## src/rtl/dma_irq_pkg.sv

```systemverilog
package dma_irq_pkg;

    localparam int NUM_CH    = 7;
    localparam int REG_W     = 32;
    localparam int CH_W      = $clog2(NUM_CH + 1);
    localparam int FORCE_BIT = 15;
    localparam int ENA_LSB   = FORCE_BIT + 1;
    localparam int MEN_BIT   = ENA_LSB + NUM_CH;
    localparam int FLAG_LSB  = MEN_BIT + 1;
    localparam int MFLAG_BIT = FLAG_LSB + NUM_CH;

    typedef logic [NUM_CH-1:0] ch_vec_t;

    typedef struct packed {
        logic    force_irq;
        ch_vec_t ena;
        logic    master_en;
    } irq_ctrl_t;

    function automatic logic master_eq(irq_ctrl_t c, ch_vec_t flags);
        return c.force_irq | (c.master_en & (|(c.ena & flags)));
    endfunction

    function automatic logic [REG_W-1:0] pack_word(irq_ctrl_t c, ch_vec_t flags, logic mflag);
        logic [REG_W-1:0] w;
        w                      = '0;
        w[FORCE_BIT]           = c.force_irq;
        w[ENA_LSB +: NUM_CH]   = c.ena;
        w[MEN_BIT]             = c.master_en;
        w[FLAG_LSB +: NUM_CH]  = flags;
        w[MFLAG_BIT]           = mflag;
        return w;
    endfunction

endpackage

```

## src/rtl/dma_irq_ctrl.sv

```systemverilog
module dma_irq_ctrl
    import dma_irq_pkg::*;
(
    input  logic      clk,
    input  logic      rst,
    input  logic      wr_en,
    input  irq_ctrl_t wr_ctrl,
    output irq_ctrl_t ctrl_q
);

    always_ff @(posedge clk) begin
        if (rst) begin
            ctrl_q <= '0;
        end else if (wr_en) begin
            ctrl_q <= wr_ctrl;
        end
    end

    // a write lands in the control fields one edge later
    p_write_load_r2: assert property (@(posedge clk) disable iff (rst)
        wr_en |=> (ctrl_q == $past(wr_ctrl)));

    // without a write the control fields hold
    p_ctrl_hold_r2: assert property (@(posedge clk) disable iff (rst)
        !wr_en |=> $stable(ctrl_q));

endmodule

```

## src/rtl/dma_irq_flags.sv

```systemverilog
module dma_irq_flags
    import dma_irq_pkg::*;
(
    input  logic            clk,
    input  logic            rst,
    input  logic            done_valid,
    input  logic [CH_W-1:0] done_chan,
    input  ch_vec_t         ena,
    input  logic            clr_en,
    input  ch_vec_t         clr_mask,
    output ch_vec_t         flags_q
);

    for (genvar g = 0; g < NUM_CH; g++) begin : g_chan
        logic set_c;
        logic clr_c;

        assign set_c = done_valid && (done_chan == CH_W'(g)) && ena[g];
        assign clr_c = clr_en && clr_mask[g];

        always_ff @(posedge clk) begin
            if (rst) begin
                flags_q[g] <= 1'b0;
            end else if (set_c) begin
                flags_q[g] <= 1'b1;     // completion has priority
            end else if (clr_c) begin
                flags_q[g] <= 1'b0;
            end
        end

        // an enabled completion always leaves the flag set
        p_set_r3: assert property (@(posedge clk) disable iff (rst)
            (done_valid && (done_chan == CH_W'(g)) && ena[g]) |=> flags_q[g]);

        // a clear with no competing completion empties the flag
        p_clear_r4: assert property (@(posedge clk) disable iff (rst)
            (clr_en && clr_mask[g] && !(done_valid && (done_chan == CH_W'(g))))
            |=> !flags_q[g]);

        // a disabled channel's flag never rises without a write
        p_no_set_disabled_r3: assert property (@(posedge clk) disable iff (rst)
            (!ena[g] && !clr_en) |=> $stable(flags_q[g]));
    end

endmodule

```

## src/rtl/dma_irq_edge.sv

```systemverilog
module dma_irq_edge (
    input  logic clk,
    input  logic rst,
    input  logic level,
    output logic pulse
);

    logic level_q;

    always_ff @(posedge clk) begin
        if (rst) begin
            level_q <= 1'b0;
        end else begin
            level_q <= level;
        end
    end

    assign pulse = level & ~level_q;

    // the request never lasts two cycles
    p_pulse_single_r7: assert property (@(posedge clk) disable iff (rst)
        pulse |=> !pulse);

endmodule

```

## src/rtl/dma_irq_status.sv

```systemverilog
module dma_irq_status
    import dma_irq_pkg::*;
(
    input  logic             clk,
    input  logic             rst,
    input  logic             wr_en,
    input  logic [REG_W-1:0] wr_data,
    input  logic             done_valid,
    input  logic [CH_W-1:0]  done_chan,
    output logic [REG_W-1:0] rd_data,
    output logic             irq_pulse
);

    irq_ctrl_t wr_ctrl;
    irq_ctrl_t ctrl_q;
    ch_vec_t   flags_q;
    logic      master;
    logic      unused_wr_bits;

    assign wr_ctrl.force_irq = wr_data[FORCE_BIT];
    assign wr_ctrl.ena       = wr_data[ENA_LSB +: NUM_CH];
    assign wr_ctrl.master_en = wr_data[MEN_BIT];
    assign unused_wr_bits    = ^{wr_data[FORCE_BIT-1:0], wr_data[MFLAG_BIT]};

    dma_irq_ctrl u_ctrl (
        .clk     (clk),
        .rst     (rst),
        .wr_en   (wr_en),
        .wr_ctrl (wr_ctrl),
        .ctrl_q  (ctrl_q)
    );

    dma_irq_flags u_flags (
        .clk        (clk),
        .rst        (rst),
        .done_valid (done_valid),
        .done_chan  (done_chan),
        .ena        (ctrl_q.ena),
        .clr_en     (wr_en),
        .clr_mask   (wr_data[FLAG_LSB +: NUM_CH]),
        .flags_q    (flags_q)
    );

    assign master  = master_eq(ctrl_q, flags_q);
    assign rd_data = pack_word(ctrl_q, flags_q, master);

    dma_irq_edge u_edge (
        .clk   (clk),
        .rst   (rst),
        .level (master),
        .pulse (irq_pulse)
    );

    // a pulse only appears while the master flag reads 1
    p_pulse_needs_master_r7: assert property (@(posedge clk) disable iff (rst)
        irq_pulse |-> rd_data[MFLAG_BIT]);

    // a master flag that was already high gives no pulse
    p_no_pulse_when_held_r7: assert property (@(posedge clk) disable iff (rst)
        rd_data[MFLAG_BIT] |=> (rd_data[MFLAG_BIT] -> !irq_pulse));

    // the force bit alone drives the master flag
    p_force_master_r6: assert property (@(posedge clk) disable iff (rst)
        rd_data[FORCE_BIT] |-> rd_data[MFLAG_BIT]);

    // the low bits never read back anything but zero
    p_low_bits_zero_r2: assert property (@(posedge clk) disable iff (rst)
        rd_data[FORCE_BIT-1:0] == '0);

endmodule

```

## config.mk

```make
export PLATFORM = sky130hd
export DESIGN_NAME = dma_irq_status
export DESIGN_NICKNAME = d
export VERILOG_FILES = /design/src/rtl/dma_irq_pkg.sv /design/src/rtl/dma_irq_ctrl.sv /design/src/rtl/dma_irq_flags.sv /design/src/rtl/dma_irq_edge.sv /design/src/rtl/dma_irq_status.sv
export SDC_FILE = /design/constraint.sdc
export NUM_CORES = 1
export LEC_CHECK = 0
export ABC_AREA = 1
export CORE_MARGIN = 5
export CORE_UTILIZATION = 32
export DETAILED_ROUTE_END_ITERATION = 8
export GPL_ROUTABILITY_DRIVEN = 0
export HOLD_SLACK_MARGIN = 0.15
export PLACE_DENSITY = 0.79
export RECOVER_POWER = 25
export SLEW_MARGIN = 20
export SYNTH_ARGS = -nofsm -noshare
export SYNTH_HDL_FRONTEND = slang
export SYNTH_SLANG_ARGS = --single-unit
```

## constraint.sdc

```tcl
create_clock -name clk -period 1.5 [get_ports clk]
set_input_delay 0.45 -clock clk [delete_from_list [all_inputs] [get_ports clk]]
set_output_delay 0.45 -clock clk [all_outputs]
set_load 0.01 [all_outputs]
```

==> impl_metrics.tcl, run 1 <==
set metrics [dict create \
    vias 926 \
    postLayoutCellArea_um2 1400 \
    numCtsBuffers 3 \
    ys_warn_count 0 \
    finalHoldViolations 0 \
    start_kind "flip-flop" \
    yosys.area_share.xor_xnor_pct 0 \
    fp.dieW_um 62.4 \
    critical_path.max_stage_delay_ns 0.33 \
    synth.yosys.seq_area_share_pct 38.8 \
    rows 19 \
    required_ns 1.05 \
    path_buf_inv 1 \
    synth_area_um2 877 \
    ioPinCount 72 \
    rsz0062_at_grt "true" \
    synth_top_family_by_area "simple AND/OR/NAND/NOR gates" \
    drtIter0Drc 9 \
    synthSimpleGateAreaFrac_pct 28.1 \
    final.fill_count 273 \
    cp_slowest_cell "dfxtp_2" \
    synth.distinct_cells 17 \
    yosys.area_share.adder_pct 0 \
    hold_class "reg2reg" \
    start_util_pct 32.7 \
    cts_buffer_depth 2 \
    cts.sinks 17 \
    status "complete, but fails checks" \
    slew_viol_final 0 \
    synth_compound_gate_area_share_pct 12.0 \
    regArea_um2 359 \
    irDropWorstVdd_mv 0.433 \
    power.leakage_nw 0.642 \
    grt_pass1_wl_mm 3.91 \
    h-tree-depth 1 \
    fp.dieH_um 62.4 \
    dp_slack_ns -0.270 \
    violations "setup timing" \
    critical_path_arrival_ns 1.19 \
    hold_ws_ns 0.531 \
    clkLatencyLatePin_ns 0.29 \
    critPathMaxFanout 3 \
    fmax_ghz 0.609 \
    fin_crit_ns 1.64 \
    postSynthAreaPerCell_um2 7.37 \
    grt.total_usage_pct 12.0 \
    postCtsSetupRepairBufs 0 \
    first_pass_iters 4 \
    grt_pass1_vias 950 \
    ys_ff_latch 17 \
    path_clk_slew_ns 0.09 \
    cp_cell_sequence "nand2_1 > nand2_1 > nor2_1 > nand2_1 > nand2_2 > a21oi_2 > buf_2" \
    drive_gt1_share_pct 26.8 \
    multi_input_area_um2 414 \
    wire_per_inst_um 11.1 \
    finalCritPeriodShare_pct 109 \
    cts_tree "done" \
    cp_common_cell "nand2_1" \
    vias_per_cell 4.41 \
    die_area_um2 3890 \
    post_dp_cell_area_um2 1380 \
    detail-route-antenna-nets 0 \
    totalWireLength_mm 2.33 \
    hpwl_mm 1.90 \
    critPathCaptureType "output pin" \
    setup-violations-final 2 \
    cap_violations 0 \
    core_area_um2 2690 \
    fin_skew_ns 0.00151 \
    syn2layout_area_growth_pct 59.3 \
    power_density_nw_per_um2 663 \
    drc 0 \
    nets 219 \
    grt-ovfl-total 0 \
    yosys-mux-area-fraction_pct 0 \
    crit_family "simple AND/OR/NAND/NOR gates" \
    cts-root-buf "clkbuf_4" \
    syn-instance-count 119 \
    io_buffers 40 \
    grt_start_max_net_pins 11 \
    antenna_found_initial 0 \
    critPathKind "reg2out" \
    layout_setup_ws_ns -0.142 \
    num_antenna_cells 0 \
]
[worst paths after layout]
kind / cells after the start / to / slack [ns] / startpoint
hold reg to reg: 2 / u_edge.level_q$_SDFF_PP0_ / 0.53 / u_ctrl.ctrl_q[0]$_SDFFE_PP0P_
setup reg to reg: 6 / u_edge.level_q$_SDFF_PP0_ / 0.59 / u_ctrl.ctrl_q[7]$_SDFFE_PP0P_
hold / removal: 2 / u_edge.level_q$_SDFF_PP0_ / 0.53 / u_ctrl.ctrl_q[0]$_SDFFE_PP0P_
setup / recovery: 7 / irq_pulse / -0.14 / u_ctrl.ctrl_q[7]$_SDFFE_PP0P_
[per-stage QoR]
step	std cells	utilization (%)	power (mW)	TNS, ns
floorplan	133	-	0.604	0
global placement	206	51.2	0.705	-0.471
detailed placement	206	51.2	0.708	-0.490
CTS	210	51.6	0.936	-0.290
global route	210	52.0	0.986	-0.527
finish	210	52.0	0.927	-0.283
[worst register-to-register path, stage by stage, from the launching register on]
cell and delay, ns:
dfxtp_2 0.33, nand2_1 0.06, nand2_1 0.05, nor2_1 0.11, nand2_1 0.08, nand2_2 0.09, a21oi_1 0.07
[timing repair]
item / in CTS / in global routing
pin swaps: 4 / 0
setup endpoints to repair: 18 / 16
resized for setup: 32 / 22
hold buffers: 0 / 0
gates cloned: 0 / 0
[registers in the layout, indices dropped and copies added (netlist names)]
name and flops:
u_ctrl.ctrl_q 9, u_flags.flags_q 7, u_edge.level_q 1
[kinds of logic (layout without fill, tap and decap cells)]
| family | after synthesis | in the layout |
|---|---|---|
| and+or+nand+nor | 57 | 57 |
| AOI/OAI and AO/OA | 18 | 18 |
| other | 1 | 15 |
| DFF | 17 | 17 |
| buffers and inverters | 26 | 72 |
[Yosys cell counts]
library cell   n  area [um^2]
nand2_1       39          146
buf_4         17          128
dfxtp_1       17          340
a21oi_1       15         75.1
nand4_1        6         37.5
nor2_1         6         22.5
inv_1          5         18.8
nand2_2        4         25.0
a21oi_2        2         17.5
a211oi_2       1         12.5
buf_2          1         5.00
buf_6          1         11.3
buf_8          1         15.0
conb_1         1         3.75
inv_2          1         3.75
nand3_1        1         5.00
nor3_2         1         10.0
[cell usage in the layout (no fill, tap or decap), types with 5 or more instances in the layout]
cell type and instances:
nor2_1 6, buf_4 18, clkbuf_1 5, clkdlybuf4s50_1 21, nand2_1 38, nand4_1 6
a21oi_1 14, inv_1 6, clkdlybuf4s15_1 13, conb_1 15, dfxtp_2 15, nand2_2 5
[final cells by class]
type | count | share of cell area, %
Timing Repair Buffer | 62 | 38.4
Sequential cell | 17 | 25.7
Inverter | 6 | 1.61
Tap cell | 31 | 2.78
Multi-Input combinational cell | 90 | 29.6
Clock buffer | 4 | 1.88
[where the power goes]
group,total [mW],internal [mW],switching [mW]
logic,0.207,0.109,0.0978
clock network,0.242,0.103,0.139
registers,0.478,0.470,0.00827
[layer usage]
metal / vias up / global-route usage [%] / share of wire, %
met5: - / 0 / 0
met4: 0 / 4.77 / 1.4
met3: 5 / 2.88 / 5.8
met2: 28 / 21.1 / 52
met1: 421 / 13.8 / 41
li1: 472 / - / -
No activity file was read; power rests on OpenSTA's default activity.
==> run 2: changes to the inputs <==
--- a/config.mk
+++ b/config.mk
@@ -8,6 +8,7 @@
 export ABC_AREA = 1
 export CORE_MARGIN = 5
 export CORE_UTILIZATION = 32
+export CTS_CLUSTER_DIAMETER = 80
 export DETAILED_ROUTE_END_ITERATION = 8
 export GPL_ROUTABILITY_DRIVEN = 0
 export HOLD_SLACK_MARGIN = 0.15
==> results of run 2 <==
The final DEF is identical to that of run 1; final timing and power are the same.
